### config.mk
export PLATFORM = sky130hd
export DESIGN_NAME = cycle_steal_dma
export DESIGN_NICKNAME = d
export VERILOG_FILES = /design/src/rtl/dma_pkg.sv /design/src/rtl/dma_phase_ctr.sv /design/src/rtl/dma_cycle_sel.sv /design/src/rtl/dma_ptr_reg.sv /design/src/rtl/cycle_steal_dma.sv
export SDC_FILE = /design/constraint.sdc
export NUM_CORES = 1
export LEC_CHECK = 0
export CORE_MARGIN = 2
export CORE_UTILIZATION = 56
export CTS_CLUSTER_SIZE = 25
export DETAILED_ROUTE_END_ITERATION = 12
export DONT_BUFFER_PORTS = 1
export GPL_TIMING_DRIVEN = 0
export PLACE_DENSITY = 0.71
export SLEW_MARGIN = 20
export SYNTH_ARGS = -nofsm -noshare
export SYNTH_HDL_FRONTEND = slang
export SYNTH_SLANG_ARGS = --single-unit
### constraint.sdc
create_clock -name clk -period 3.35 [get_ports clk]
set_input_delay 0.5025 -clock clk [delete_from_list [all_inputs] [get_ports clk]]
set_output_delay 0.5025 -clock clk [all_outputs]
set_load 0.01 [all_outputs]
### src/rtl/dma_pkg.sv
package dma_pkg;

  typedef enum logic [2:0] {
    CYC_IDLE    = 3'd0,
    CYC_FETCH   = 3'd1,
    CYC_EXEC    = 3'd2,
    CYC_DMA_IN  = 3'd3,
    CYC_DMA_OUT = 3'd4
  } cyc_kind_e;

  typedef enum logic [1:0] {
    MODE_RUN   = 2'd0,
    MODE_PAUSE = 2'd1,
    MODE_RESET = 2'd2,
    MODE_LOAD  = 2'd3
  } run_mode_e;

  function automatic run_mode_e decode_mode(input logic clear_act, input logic wait_act);
    case ({clear_act, wait_act})
      2'b00:   return MODE_RUN;
      2'b01:   return MODE_PAUSE;
      2'b10:   return MODE_RESET;
      default: return MODE_LOAD;
    endcase
  endfunction

  function automatic logic is_dma(input cyc_kind_e k);
    return (k == CYC_DMA_IN) || (k == CYC_DMA_OUT);
  endfunction

  // Chooses the kind of the cycle that starts after the current one ends.
  function automatic cyc_kind_e pick_next(input cyc_kind_e cur, input run_mode_e mode,
                                          input logic in_pend, input logic out_pend);
    if (mode == MODE_LOAD) return in_pend ? CYC_DMA_IN : CYC_IDLE;
    if (cur == CYC_FETCH)  return CYC_EXEC;
    if (in_pend)           return CYC_DMA_IN;
    if (out_pend)          return CYC_DMA_OUT;
    return CYC_FETCH;
  endfunction

endpackage

### src/rtl/dma_phase_ctr.sv
module dma_phase_ctr
  import dma_pkg::*;
#(
  parameter int PHASES = 8,
  localparam int PH_W = $clog2(PHASES)
) (
  input  logic            clk,
  input  logic            rst_n,
  input  run_mode_e       mode,
  output logic [PH_W-1:0] phase,
  output logic            cycle_end
);
  localparam int LAST = PHASES - 1;

  logic advancing;
  assign advancing = (mode == MODE_RUN) || (mode == MODE_LOAD);
  assign cycle_end = advancing && (phase == LAST[PH_W-1:0]);

  always_ff @(posedge clk or negedge rst_n) begin
    if (!rst_n)                 phase <= '0;
    else if (mode == MODE_RESET) phase <= '0;
    else if (cycle_end)         phase <= '0;
    else if (advancing)         phase <= phase + 1'b1;
  end

  AST_PHASE_FROZEN: assert property (@(posedge clk) disable iff (!rst_n)
    $past(mode == MODE_PAUSE) |-> phase == $past(phase));

  AST_PHASE_WRAPS: assert property (@(posedge clk) disable iff (!rst_n)
    $past(cycle_end) |-> phase == '0);

endmodule

### src/rtl/dma_cycle_sel.sv
module dma_cycle_sel
  import dma_pkg::*;
(
  input  logic      clk,
  input  logic      rst_n,
  input  run_mode_e mode,
  input  logic      cycle_end,
  input  logic      in_req_n,
  input  logic      out_req_n,
  output cyc_kind_e kind
);
  always_ff @(posedge clk or negedge rst_n) begin
    if (!rst_n)                 kind <= CYC_IDLE;
    else if (mode == MODE_RESET) kind <= CYC_IDLE;
    else if (cycle_end)         kind <= pick_next(kind, mode, !in_req_n, !out_req_n);
  end

  AST_FETCH_THEN_EXEC: assert property (@(posedge clk) disable iff (!rst_n)
    $past(cycle_end && mode == MODE_RUN && kind == CYC_FETCH) |-> kind == CYC_EXEC);

  AST_IN_BEFORE_OUT: assert property (@(posedge clk) disable iff (!rst_n)
    $past(cycle_end && mode == MODE_RUN && kind != CYC_FETCH && !in_req_n) |-> kind == CYC_DMA_IN);

  AST_LOAD_ONLY_IN: assert property (@(posedge clk) disable iff (!rst_n)
    $past(cycle_end && mode == MODE_LOAD) |-> (kind == CYC_IDLE || kind == CYC_DMA_IN));

  AST_KIND_AT_BOUNDARY: assert property (@(posedge clk) disable iff (!rst_n)
    $past(!cycle_end && mode != MODE_RESET) |-> kind == $past(kind));

endmodule

### src/rtl/dma_ptr_reg.sv
module dma_ptr_reg #(
  parameter int AW = 16
) (
  input  logic          clk,
  input  logic          rst_n,
  input  logic          clear,
  input  logic          step,
  input  logic          load_en,
  input  logic [AW-1:0] load_val,
  output logic [AW-1:0] ptr
);
  function automatic logic [AW-1:0] next_ptr(input logic [AW-1:0] p);
    return p + 1'b1;
  endfunction

  always_ff @(posedge clk or negedge rst_n) begin
    if (!rst_n)       ptr <= '0;
    else if (clear)   ptr <= '0;
    else if (step)    ptr <= next_ptr(ptr);
    else if (load_en) ptr <= load_val;
  end

  AST_PTR_STEP: assert property (@(posedge clk) disable iff (!rst_n)
    $past(step && !clear) |-> ptr == $past(ptr) + 1'b1);

  AST_PTR_HOLD: assert property (@(posedge clk) disable iff (!rst_n)
    $past(!step && !clear && !load_en) |-> ptr == $past(ptr));

endmodule

### src/rtl/cycle_steal_dma.sv
module cycle_steal_dma
  import dma_pkg::*;
#(
  parameter int AW         = 16,
  parameter int DW         = 8,
  parameter int PHASES     = 8,
  parameter int XFER_PHASE = 5,
  localparam int PH_W = $clog2(PHASES)
) (
  input  logic            clk,
  input  logic            rst_n,
  input  logic            clear_n,
  input  logic            wait_n,
  input  logic            dma_in_req_n,
  input  logic            dma_out_req_n,
  input  logic            cpu_ptr_we,
  input  logic [AW-1:0]   cpu_ptr_wdata,
  input  logic [DW-1:0]   dev_wdata,
  input  logic [DW-1:0]   mem_rdata,
  output logic [AW-1:0]   ptr,
  output logic [2:0]      cycle_kind,
  output logic [PH_W-1:0] phase,
  output logic [AW-1:0]   mem_addr,
  output logic            mem_we,
  output logic [DW-1:0]   mem_wdata,
  output logic [DW-1:0]   dev_rdata,
  output logic            dev_rvalid
);
  localparam logic [PH_W-1:0] XFER_AT = XFER_PHASE[PH_W-1:0];

  run_mode_e mode;
  cyc_kind_e kind;
  logic      cycle_end;
  logic      active;
  logic      at_xfer;
  logic      dma_now;
  logic      ptr_step;
  logic      ptr_clear;
  logic      cpu_accept;

  assign mode = decode_mode(!clear_n, !wait_n);

  dma_phase_ctr #(.PHASES(PHASES)) u_phase (
    .clk(clk), .rst_n(rst_n), .mode(mode), .phase(phase), .cycle_end(cycle_end)
  );

  dma_cycle_sel u_sel (
    .clk(clk), .rst_n(rst_n), .mode(mode), .cycle_end(cycle_end),
    .in_req_n(dma_in_req_n), .out_req_n(dma_out_req_n), .kind(kind)
  );

  assign active     = (mode == MODE_RUN) || (mode == MODE_LOAD);
  assign at_xfer    = active && (phase == XFER_AT);
  assign dma_now    = is_dma(kind);
  assign ptr_step   = cycle_end && dma_now;
  assign ptr_clear  = (mode == MODE_RESET);
  assign cpu_accept = cpu_ptr_we && (mode == MODE_RUN) &&
                      (kind == CYC_FETCH || kind == CYC_EXEC);

  dma_ptr_reg #(.AW(AW)) u_ptr (
    .clk(clk), .rst_n(rst_n), .clear(ptr_clear), .step(ptr_step),
    .load_en(cpu_accept), .load_val(cpu_ptr_wdata), .ptr(ptr)
  );

  assign cycle_kind = kind;
  assign mem_addr   = dma_now ? ptr : '0;
  assign mem_we     = (kind == CYC_DMA_IN) && at_xfer;
  assign mem_wdata  = dev_wdata;
  assign dev_rvalid = (kind == CYC_DMA_OUT) && at_xfer;
  assign dev_rdata  = dev_rvalid ? mem_rdata : '0;

  AST_WE_ONE_CLOCK: assert property (@(posedge clk) disable iff (!rst_n)
    mem_we |=> !mem_we);

  AST_RVALID_ONE_CLOCK: assert property (@(posedge clk) disable iff (!rst_n)
    dev_rvalid |=> !dev_rvalid);

  AST_RESET_STATE: assert property (@(posedge clk) disable iff (!rst_n)
    $past(mode == MODE_RESET) |-> (ptr == '0 && phase == '0 && kind == CYC_IDLE));

  AST_CPU_WRITE_IGNORED: assert property (@(posedge clk) disable iff (!rst_n)
    $past(cpu_ptr_we && dma_now && !cycle_end && mode != MODE_RESET) |-> ptr == $past(ptr));

  AST_NO_STROBE_IN_PAUSE: assert property (@(posedge clk) disable iff (!rst_n)
    (mode == MODE_PAUSE) |-> (!mem_we && !dev_rvalid));

endmodule

# Word level (Yosys, flattened, before mapping)
# Index checks and enable logic that the tools add are counted.
# W data, S select, Z words.
# op_classes
n_addsub,2
n_eq_ne,10
n_mux,38
reduce_logical,17
# ops
op,count
$mux W16,4
$mux W3,13
$mux W1,18
$add A16 B1 Y16 const B,1
$eq A3 B3 Y1 const B,3
$mux W8,1
$logic_and A1 B1 Y1,7
$eq A2 B2 Y1 const B,3
$eq A3 B2 Y1 const B,2
$pmux W2 S3,1
$reduce_bool A3 Y1,2
$logic_not A2 Y1,2
$add A3 B1 Y3 const B,1
$eq A3 B1 Y1 const B,1
$logic_or A1 B1 Y1,3
$eq A2 B1 Y1 const B,1
$logic_not A1 Y1,2
$mux W2,1
$reduce_bool A2 Y1,1
# totals
reg_bits,22
in_bits,39
elab_cells,70

# Longest topological paths before layout
# Gate-level depths: netlist of the first run.
# logic_depth
word_depth,26
depth_mapped,7
depth_no_buf,6

# Cells and area by module
# From an unflattened synthesis of the first run, not the netlist that was laid out.
# hier_totals
cells_unflattened,209
hier_area_um2,1945.6
# by_module_without_submodules
module,n_inst,cells_per_inst,area_per_inst_um2,seq_area_each_um2
dma_ptr_reg,1,115,1056.0,400.4
cycle_steal_dma,1,62,524.3,0.0
dma_phase_ctr,1,18,201.4,75.1
dma_cycle_sel,1,14,163.9,75.1

# Worst setup path before layout of the first run
# No wires, ideal clock.
# synth_timing
kind,register to output
from,reg u_sel.kind[0]
to,out dev_rdata[0]
t_arrival_ns,1.605
required_time_ns,2.847
path_slack_ns,1.242
path_stages_with_launch,6
path_cell_list,dfrtp_1 -> buf_6 -> or3b_4 -> buf_6 -> nor2_1 -> and2_1
# synth_via
elab_chain_len,3
# synth_rtl
element,line,rtl
start: declaration,dma_cycle_sel.sv:10,output cyc_kind_e kind
start signal: assignment,dma_cycle_sel.sv:15,"else if (cycle_end) kind <= pick_next(kind, mode, !in_req_n, !out_req_n);"
$eq A3 B3 Y1,cycle_steal_dma.sv:69,assign dev_rvalid = (kind == CYC_DMA_OUT) && at_xfer;
$logic_and A1 B1 Y1,cycle_steal_dma.sv:69,
via dev_rvalid,cycle_steal_dma.sv:27,output logic dev_rvalid
$mux W8,cycle_steal_dma.sv:70,assign dev_rdata = dev_rvalid ? mem_rdata : '0;
end: declaration,cycle_steal_dma.sv:26,"output logic [DW-1:0] dev_rdata,"
# The timed path passes the listed nets, and every way through them passes these cells.

# Worst setup path in the final report of the first run
# layout_timing
from,reg u_sel.kind[1]
to,out dev_rdata[7]
# The elaborated chain is that of the path after synthesis.

==> impl_metrics.tcl, run 1 <==
set metrics [dict create \
    outcome "complete, no violations" \
    max_freq_mhz 378 \
    grt_pass1_vias 1613 \
    switching_share_pct 35.9 \
    cp_max_fo 9 \
    synth_nets 261 \
    firstDrtPassIters 5 \
    ys_seq_area_share_pct 30.9 \
    power_frac_clock_pct 20.1 \
    grt_max_degree 23 \
    synth_edf_count 0 \
    timing_hold_violations_final 0 \
    syn_avg_cell_area_sq_um 8.33 \
    routed_wl_microns 5080 \
    finalSetupViolCount 0 \
    die_w_microns 60.4 \
    finalNetCount 267 \
    worst-setup-path-type "register to output port" \
    syn2layout_area_growth_pct 4.63 \
    grt_pass1_wl_microns 7760 \
    critPathCaptureType "output port" \
    initial_core_util_pct 58.4 \
    cts_num_sinks 22 \
    pwr-share-comb_pct 24.3 \
    fillCellCount 294 \
    synth_cells 214 \
    yosys-top-cells-area "dfrtp_1 31%, and2_1 8.1%, ha_1 5.6%" \
    grt_usage_pct 28.4 \
    cts_setup_buffers 0 \
    vias 1695 \
    yosys_warnings 0 \
    avgViaCountPerCell 6.47 \
    synth_top_area_cell "dfrtp_1" \
    cts.clk_slew.worst_paths_ns 0.12 \
    layout_min_cycle_time_ns 2.64 \
    slew_headroom_pct 64.3 \
    root_buffer "clkbuf_4" \
    final-max-slew-violation-count 0 \
    pwr-share-seq_pct 55.6 \
    p_total_uw 624 \
    hpwl_microns 3770 \
    overflow 0 \
    htreeDepth 1 \
    cts_hold_buf 1 \
    async_flop_share_pct 100 \
    crit_path_top_delay_cell "dfrtp_1" \
    drtIter0Drc 89 \
    critPathArrivalTime_ns 2.14 \
    fin_tns_setup_ns 0 \
    min_period_over_period_pct 78.9 \
    die_height_microns 60.4 \
    drv_cap 0 \
    coreArea_sq_um 3050 \
    cellPowerDensity_nw_per_um2 334 \
    ys_types 49 \
    netlist_area_sq_um 1780 \
    ys.flop_type "dfrtp_1" \
    postCtsResizedCells 0 \
    hold_path.class "primary input to async pin" \
    clk_latency_ns 0.32 \
    gp_congestion 0.941 \
    postRouteAntennaNets 0 \
    num_rows 20 \
    clock_skew_ns 0.00386 \
    drc 0 \
    netlist_top_cells_count "23 x and2_1, 23 x nand2_1, 22 x dfrtp_1" \
    leakage_uw 0.000749 \
    wire_per_inst_microns 19.4 \
    drive_above_1_share_pct 11.5 \
    antenna_cells 0 \
    peakVddDrop_v 0.000220 \
    dp.cells 258 \
    cts_made_buffers 3 \
    clock_path_buffers 2 \
    rsz0062_at_grt "no" \
    pin_count 95 \
    cts_tree "done" \
    cpPeakStageDelay_ns 0.43 \
    p_int_uw 400 \
    io_buffers 0 \
    ys_ff_latch 22 \
    crit_path_cell_trace "buf_2, or3b_4, buf_6, nor2_1, and2_1" \
    dieArea_sq_um 3650 \
    worst_slew_pin_slew_ns 0.536 \
    layout.cells.non_filler 262 \
    start_kind "register" \
    antenna_found_initial 0 \
    yosysTopAreaCellShare_pct 30.9 \
    worstPathRequired_ns 2.85 \
    switching_power_uw 224 \
]
[cells in the final DEF (no fill, tap or decap), types with 3 or more instances in the layout]
master / synthesis / routed
a21o_1: 3 / 3
nand2_1: 23 / 23
clkbuf_1: 6 / 6
a31oi_1: 6 / 6
nor2_1: 9 / 9
buf_6: 3 / 3
inv_1: 7 / 7
buf_2: 3 / 4
dfrtp_1: 22 / 22
nor4_1: 5 / 5
ha_1: 8 / 8
or4_1: 3 / 3
buf_4: 8 / 8
o22ai_1: 6 / 6
nand4_1: 6 / 6
a311oi_1: 3 / 3
nand3b_1: 3 / 3
and2_1: 23 / 23
nand3_1: 12 / 12
o21ai_0: 6 / 6
mux2i_1: 6 / 6
clkbuf_4: 0 / 3
a21oi_1: 7 / 7
[routing by layer]
layer / track usage, % / up-vias / wire [microns]
met4: 9.01 / 0 / 49
met3: 6.61 / 7 / 462
met5: 0 / - / 0
met1: 35.4 / 801 / 2100
met2: 48.9 / 102 / 2470
li1: - / 785 / -
[worst max-delay path: cells and delay by family (launching register included)]
family | cells | cell delay (ns)
and+or+nand+nor | 3 | 1.06
buffers and inverters | 2 | 0.32
DFF | 1 | 0.43
[area by class of cell]
class	count	area (sq um)	share of cell area, %
Buffer	20	131	7.04
Clock buffer	3	22.5	1.21
Inverter	8	30.0	1.61
Multi-Input combinational cell	164	1070	57.4
Sequential cell	22	551	29.5
Tap cell	44	55.1	2.95
Timing Repair Buffer	1	5.00	0.268
[kinds of logic (layout without fill, tap and decap cells)]
kind of cell / after synthesis / after routing / synth area share [%]
buf+inv: 28 / 32 / 9.05
flops: 22 / 22 / 30.9
fa+ha+maj: 8 / 8 / 5.61
compound gates: 47 / 47 / 18.2
simple gates: 99 / 99 / 30.8
mux: 7 / 7 / 4.00
xor+xnor: 3 / 3 / 1.47
[stage by stage]
stage	utilization [%]	hold WS, ns	worst slack [ns]	instance area [sq um]
after floorplan	-	0.207	1.24	1780
after global placement	60.2	0.207	1.10	1840
after detailed placement	60.2	0.207	1.07	1840
after CTS	61.3	0.274	0.700	1870
after global routing	61.1	0.155	0.532	1870
final	61.1	0.136	0.707	1870
[final timing paths]
| kind | from | endpoint | slack [ns] | depth (start not counted) |
|---|---|---|---|---|
| max in group asynchronous | rst_n | u_ptr.ptr[15]$_DFFE_PN0P_ | 2.87 | 1 |
| min | rst_n | u_ptr.ptr[11]$_DFFE_PN0P_ | 0.14 | 1 |
| min reg2reg | u_phase.phase[1]$_DFFE_PN0P_ | u_phase.phase[1]$_DFFE_PN0P_ | 0.62 | 2 |
| min in group clk | dma_in_req_n | u_sel.kind[1]$_DFFE_PN0P_ | 0.27 | 1 |
| max | u_sel.kind[1]$_DFFE_PN0P_ | dev_rdata[7] | 0.71 | 5 |
| max reg2reg | u_sel.kind[1]$_DFFE_PN0P_ | u_ptr.ptr[15]$_DFFE_PN0P_ | 1.19 | 7 |
[state kept, by name, indices dropped and copies added, names as in the netlist]
| signal | flops |
|---|---|
| u_sel.kind | 3 |
| u_phase.phase | 3 |
| u_ptr.ptr | 16 |
[power by group through the flow]
stage	Sequential (uW)	Clock, uW	Combinational [uW]
floorplan	341	0	116
global placement	351	0	139
detailed placement	352	0	144
CTS	347	126	152
global route	352	136	170
finish	347	126	151
Note: power is estimated with default switching activity, not from simulation.
==> inputs of run 2 (changes only) <==
- clock period: 3.35 -> 2.6 ns (I/O delays scaled with it)
==> run 2 against run 1 <==
  * Hold slack got worse by 0.12 ns
  * Final cell count fell by 0.38%
  * Utilization barely moved
  * Combinational power rose by 28%
==> impl_metrics.tcl, run 2 (synthesis results as in run 1) <==
set metrics [dict create \
    outcome "complete, no violations" \
    grt_max_degree 23 \
    p_int_uw 514 \
    r2r-start "u_sel.kind[1]$_DFFE_PN0P_" \
    fin_tns_setup_ns 0 \
    largest_register "u_ptr.ptr" \
    syn2layout_area_growth_pct 4.56 \
    final-max-slew-violation-count 0 \
    hold_path.class "primary input to async pin" \
    layout_min_cycle_time_ns 2.36 \
    ff2ff_path_depth 7 \
    drv_cap 0 \
    overflow 0 \
    antenna_found_initial 0 \
    cellPowerDensity_nw_per_um2 430 \
    clock_skew_ns 0.00841 \
    rrSetupSlack_ns 0.43 \
    pin_count 95 \
    min_period_over_period_pct 90.6 \
    drc 0 \
    finalSetupViolCount 0 \
    mostFrequentLayoutCells "23 x and2_1, 23 x nand2_1, 22 x dfrtp_1" \
    grt_pass1_wl_microns 7760 \
    final_util_pct 61.1 \
    worst_slew_pin_slew_ns 0.535 \
    grt_pass1_vias 1613 \
    peakVddDrop_v 0.000284 \
    switching_power_uw 287 \
    drtIter0Drc 106 \
    routed_wl_microns 5030 \
    reg_top3 "u_ptr.ptr (16), u_phase.phase (3), u_sel.kind (3)" \
    htreeDepth 1 \
    largest_register_ffs 16 \
    io_buffers 0 \
    cts_num_sinks 22 \
    reg2reg_to "u_ptr.ptr[15]$_DFFE_PN0P_" \
    postRouteAntennaNets 0 \
    hpwl_microns 3770 \
    firstDrtPassIters 4 \
    cts_made_buffers 3 \
    worstPathRequired_ns 2.21 \
    holdWs_ns 0.0144 \
    gp_congestion 0.941 \
    coreArea_sq_um 3050 \
    clk_latency_ns 0.32 \
    drive_above_1_share_pct 12.0 \
    rsz0062_at_grt "no" \
    switching_share_pct 35.9 \
    antenna_cells 0 \
    num_rows 20 \
    max_freq_mhz 424 \
    power_frac_clock_pct 20.1 \
    worst-setup-path-type "register to output port" \
    grt_usage_pct 28.4 \
    critPathCaptureType "output port" \
    die_w_microns 60.4 \
    critPathArrivalTime_ns 1.97 \
    root_buffer "clkbuf_4" \
    die_height_microns 60.4 \
    cts_tree "done" \
    timing_hold_violations_final 0 \
    cts.clk_slew.worst_paths_ns 0.12 \
    slew_headroom_pct 64.3 \
    clock_path_buffers 2 \
    finalNetCount 266 \
    crit_start "u_sel.kind[1]$_DFFE_PN0P_" \
    avgViaCountPerCell 6.44 \
    cp_max_fo 13 \
    wire_per_inst_microns 19.3 \
    start_kind "register" \
    initial_core_util_pct 58.4 \
    leakage_uw 0.000748 \
    dieArea_sq_um 3650 \
    vias 1680 \
    pwr-share-seq_pct 55.7 \
    p_total_uw 802 \
    pwr-share-comb_pct 24.2 \
]
## run 2: changes by cell type in the layout (fill, tap and decap cells not counted), sizes merged
cell	before	now
clkbuf	9	8
## run 2: worst max path at each step
stage / endpoint / slack, ns / depth (start not counted)
floorplan: dev_rdata[0] / 0.60 / 5
global placement: mem_addr[13] / 0.47 / 6
detailed placement: mem_addr[13] / 0.43 / 6
CTS: mem_addr[13] / 0.06 / 6
global route: mem_addr[8] / 0.10 / 5
finish: mem_addr[11] / 0.24 / 5
## run 2: per-stage QoR
stage	cells	cell area, sq um	worst slack, ns
after floorplan	214	1780	0.605
after global placement	258	1840	0.467
after detailed placement	258	1840	0.428
after CTS	262	1870	0.0628
after global routing	261	1860	0.103
final	261	1860	0.244
## run 2: final cells by class
class,count,area (sq um)
buffer,19,128
clock buffer,3,22.5
fill,298,1190
inverter,8,30.0
multi-input combinational,164,1070
sequential,22,551
tap,44,55.1
timing repair buffer,1,5.00
## run 2: routing by layer
layer	global-route usage [%]	share of wire, %	up-vias
met5	0	0	-
met4	9.01	0.91	0
met3	6.61	9.4	5
met2	48.9	49	102
met1	35.4	41	794
li1	-	-	779
## run 2: critical path: stages (launching register included)
cell and delay [ns]:
dfrtp_1 0.43, buf_2 0.18, or3b_4 0.38, buf_6 0.14
nand2_1 0.27, and2_1 0.24
## run 2: power groups by stage
stage / clock, uW / sequential [uW] / combinational [uW]
after floorplan: 0 / 440 / 149
after global placement: 0 / 452 / 179
after detailed placement: 0 / 454 / 186
after CTS: 163 / 447 / 195
after global routing: 176 / 454 / 218
final: 161 / 447 / 194
## run 2: repair_timing
item | in CTS | in global routing
hold buffers | 1 | 0
gates resized for setup | 0 | 1
setup endpoints to repair | 0 | 18
hold endpoints to repair | 22 | 0
buffers inserted | 0 | 0
==> inputs of run 3 (changes only) <==
==> constraint.sdc (replaced) <==
create_clock -name clk -period 2.6 [get_ports clk]
set_input_delay 0 -clock clk [delete_from_list [all_inputs] [get_ports clk]]
set_output_delay 0 -clock clk [all_outputs]
set_load 0.01 [all_outputs]
==> run 3 against run 2 <==
  * Non-clock buffer count rose by 19
  * Final cell count rose by 7.3%
  * Maximum frequency rose by 8.6%
  * Flip-flop and latch count did not move
  * Register-to-register slack barely moved
  * Via count rose by 6.0%
  * Global-route usage rose by 0.68 points
  * Sequential share of layout area fell by 2.6 points
  * Die area did not move
==> impl_metrics.tcl, run 3 (synthesis results as in run 1) <==
set metrics [dict create \
    timing_hold_violations_final 0 \
    cellPowerDensity_nw_per_um2 405 \
    drtIter0Drc 125 \
    cp_max_fo 10 \
    die_w_microns 60.4 \
    grt_max_degree 23 \
    cts_setup_buffers 0 \
    crit_start "u_sel.kind[1]$_DFFE_PN0P_" \
    antenna_found_initial 0 \
    num_rows 20 \
    register_area_sq_um 551 \
    multiInputGateArea_sq_um 1070 \
    finalSetupViolCount 0 \
    root_buffer "clkbuf_4" \
    outcome "complete, no violations" \
    grt_pass1_vias 1699 \
    switching_power_uw 296 \
    holdWs_ns 0.0441 \
    layout_min_cycle_time_ns 2.17 \
    grt_usage_pct 29.1 \
    io_buffers 0 \
    min_period_over_period_pct 83.4 \
    leakage_uw 0.000824 \
    die_height_microns 60.4 \
    rsz0062_at_grt "no" \
    worstHoldStart "clear_n" \
    firstDrtPassIters 4 \
    coreArea_sq_um 3050 \
    max_freq_mhz 461 \
    postRouteAntennaNets 0 \
    initial_core_util_pct 58.4 \
    final_util_pct 67.0 \
    overflow 0 \
    pin_count 95 \
    cts_tree "done" \
    drc 0 \
    avgViaCountPerCell 6.36 \
    pwr-share-seq_pct 54.0 \
    vias 1781 \
    critPathCaptureType "register" \
    r2r-start "u_sel.kind[1]$_DFFE_PN0P_" \
    worstPathRequired_ns 2.84 \
    place_ws_ns 0.472 \
    clock_path_buffers 2 \
    largest_register "u_ptr.ptr" \
    fillCellCount 277 \
    antenna_cells 0 \
    largest_register_ffs 16 \
    final-max-slew-violation-count 0 \
    hold_path.class "primary input to register" \
    fin_ws_ns 0.431 \
    cts_num_sinks 22 \
    finalNetCount 285 \
    peakVddDrop_v 0.000285 \
    cts.clk_slew.worst_paths_ns 0.12 \
    pwr-share-comb_pct 26.4 \
    clock_skew_ns 0.00582 \
    postCtsResizedCells 0 \
    mostFrequentLayoutCells "23 x and2_1, 23 x nand2_1, 22 x dfrtp_1" \
    dieArea_sq_um 3650 \
    wire_per_inst_microns 18.7 \
    worst-setup-path-type "register to register" \
    drv_cap 0 \
    switching_share_pct 35.7 \
    fin_tns_setup_ns 0 \
    p_total_uw 829 \
    grt_pass1_wl_microns 7980 \
    routed_wl_microns 5240 \
    reg_top3 "u_ptr.ptr (16), u_phase.phase (3), u_sel.kind (3)" \
    hpwl_microns 3770 \
    htreeDepth 1 \
    syn2layout_area_growth_pct 14.7 \
    slew_headroom_pct 63.8 \
    critPathArrivalTime_ns 2.41 \
    cts_hold_buf 18 \
    p_int_uw 533 \
    gp_congestion 0.941 \
    drive_above_1_share_pct 10.6 \
    start_kind "register" \
    cts_made_buffers 3 \
    clk_latency_ns 0.32 \
    power_frac_clock_pct 19.6 \
    worst_slew_pin_slew_ns 0.543 \
]
## run 3: cell count changes in the layout (fill, tap and decap cells not counted)
| cell | previous run | this run |
|---|---|---|
| nor2_1 | 8 | 9 |
| nor2_2 | 1 | 0 |
| dlygate4sd3_1 | 0 | 18 |
| clkbuf_1 | 5 | 6 |
## run 3: cell type report
cell class | count | area share [%]
Multi-Input combinational cell | 164 | 52.4
Timing Repair Buffer | 19 | 9.05
Tap cell | 44 | 2.69
Sequential cell | 22 | 26.9
Clock buffer | 3 | 1.10
Inverter | 8 | 1.47
Buffer | 20 | 6.42
## run 3: power by group through the flow
stage / clock (uW) / combinational, uW / sequential [uW]
2_1_floorplan: 0 / 149 / 440
3_3_place_gp: 0 / 179 / 452
3_5_place_dp: 0 / 186 / 454
4_1_cts: 163 / 217 / 447
5_1_grt: 176 / 244 / 454
6_report: 163 / 219 / 447
## run 3: per-stage QoR
step,cells,area (sq um)
2_1_floorplan,214,1780
3_3_place_gp,258,1840
3_5_place_dp,258,1840
4_1_cts,279,2040
5_1_grt,280,2050
6_report,280,2050
## run 3: critical path, cell delays in order (launching register included)
cell,delay (ns)
dfrtp_1,0.43
buf_2,0.18
or3b_4,0.38
buf_6,0.14
a21oi_1,0.18
buf_2,0.28
mux2_2,0.37
o22ai_1,0.12
## run 3: path summary, 6_finish.rpt
check	endpoint	slack (ns)	cells after the start
hold reg to reg	u_phase.phase[1]$_DFFE_PN0P_	0.62	2
max in group asynchronous	u_ptr.ptr[15]$_DFFE_PN0P_	2.08	2
hold / removal	u_phase.phase[1]$_DFFE_PN0P_	0.04	2
min in group asynchronous	u_ptr.ptr[11]$_DFFE_PN0P_	0.17	2
setup / recovery	u_ptr.ptr[15]$_DFFE_PN0P_	0.43	7
setup reg to reg	u_ptr.ptr[15]$_DFFE_PN0P_	0.43	7
## run 3: routing by layer
| layer | wire length, microns | global-route usage [%] | vias up |
|---|---|---|---|
| met2 | 2590 | 49.8 | 122 |
| met1 | 2130 | 37.2 | 828 |
| met4 | 59 | 9.63 | 0 |
| met5 | 0 | 0 | - |
| li1 | - | - | 822 |
| met3 | 463 | 5.33 | 9 |
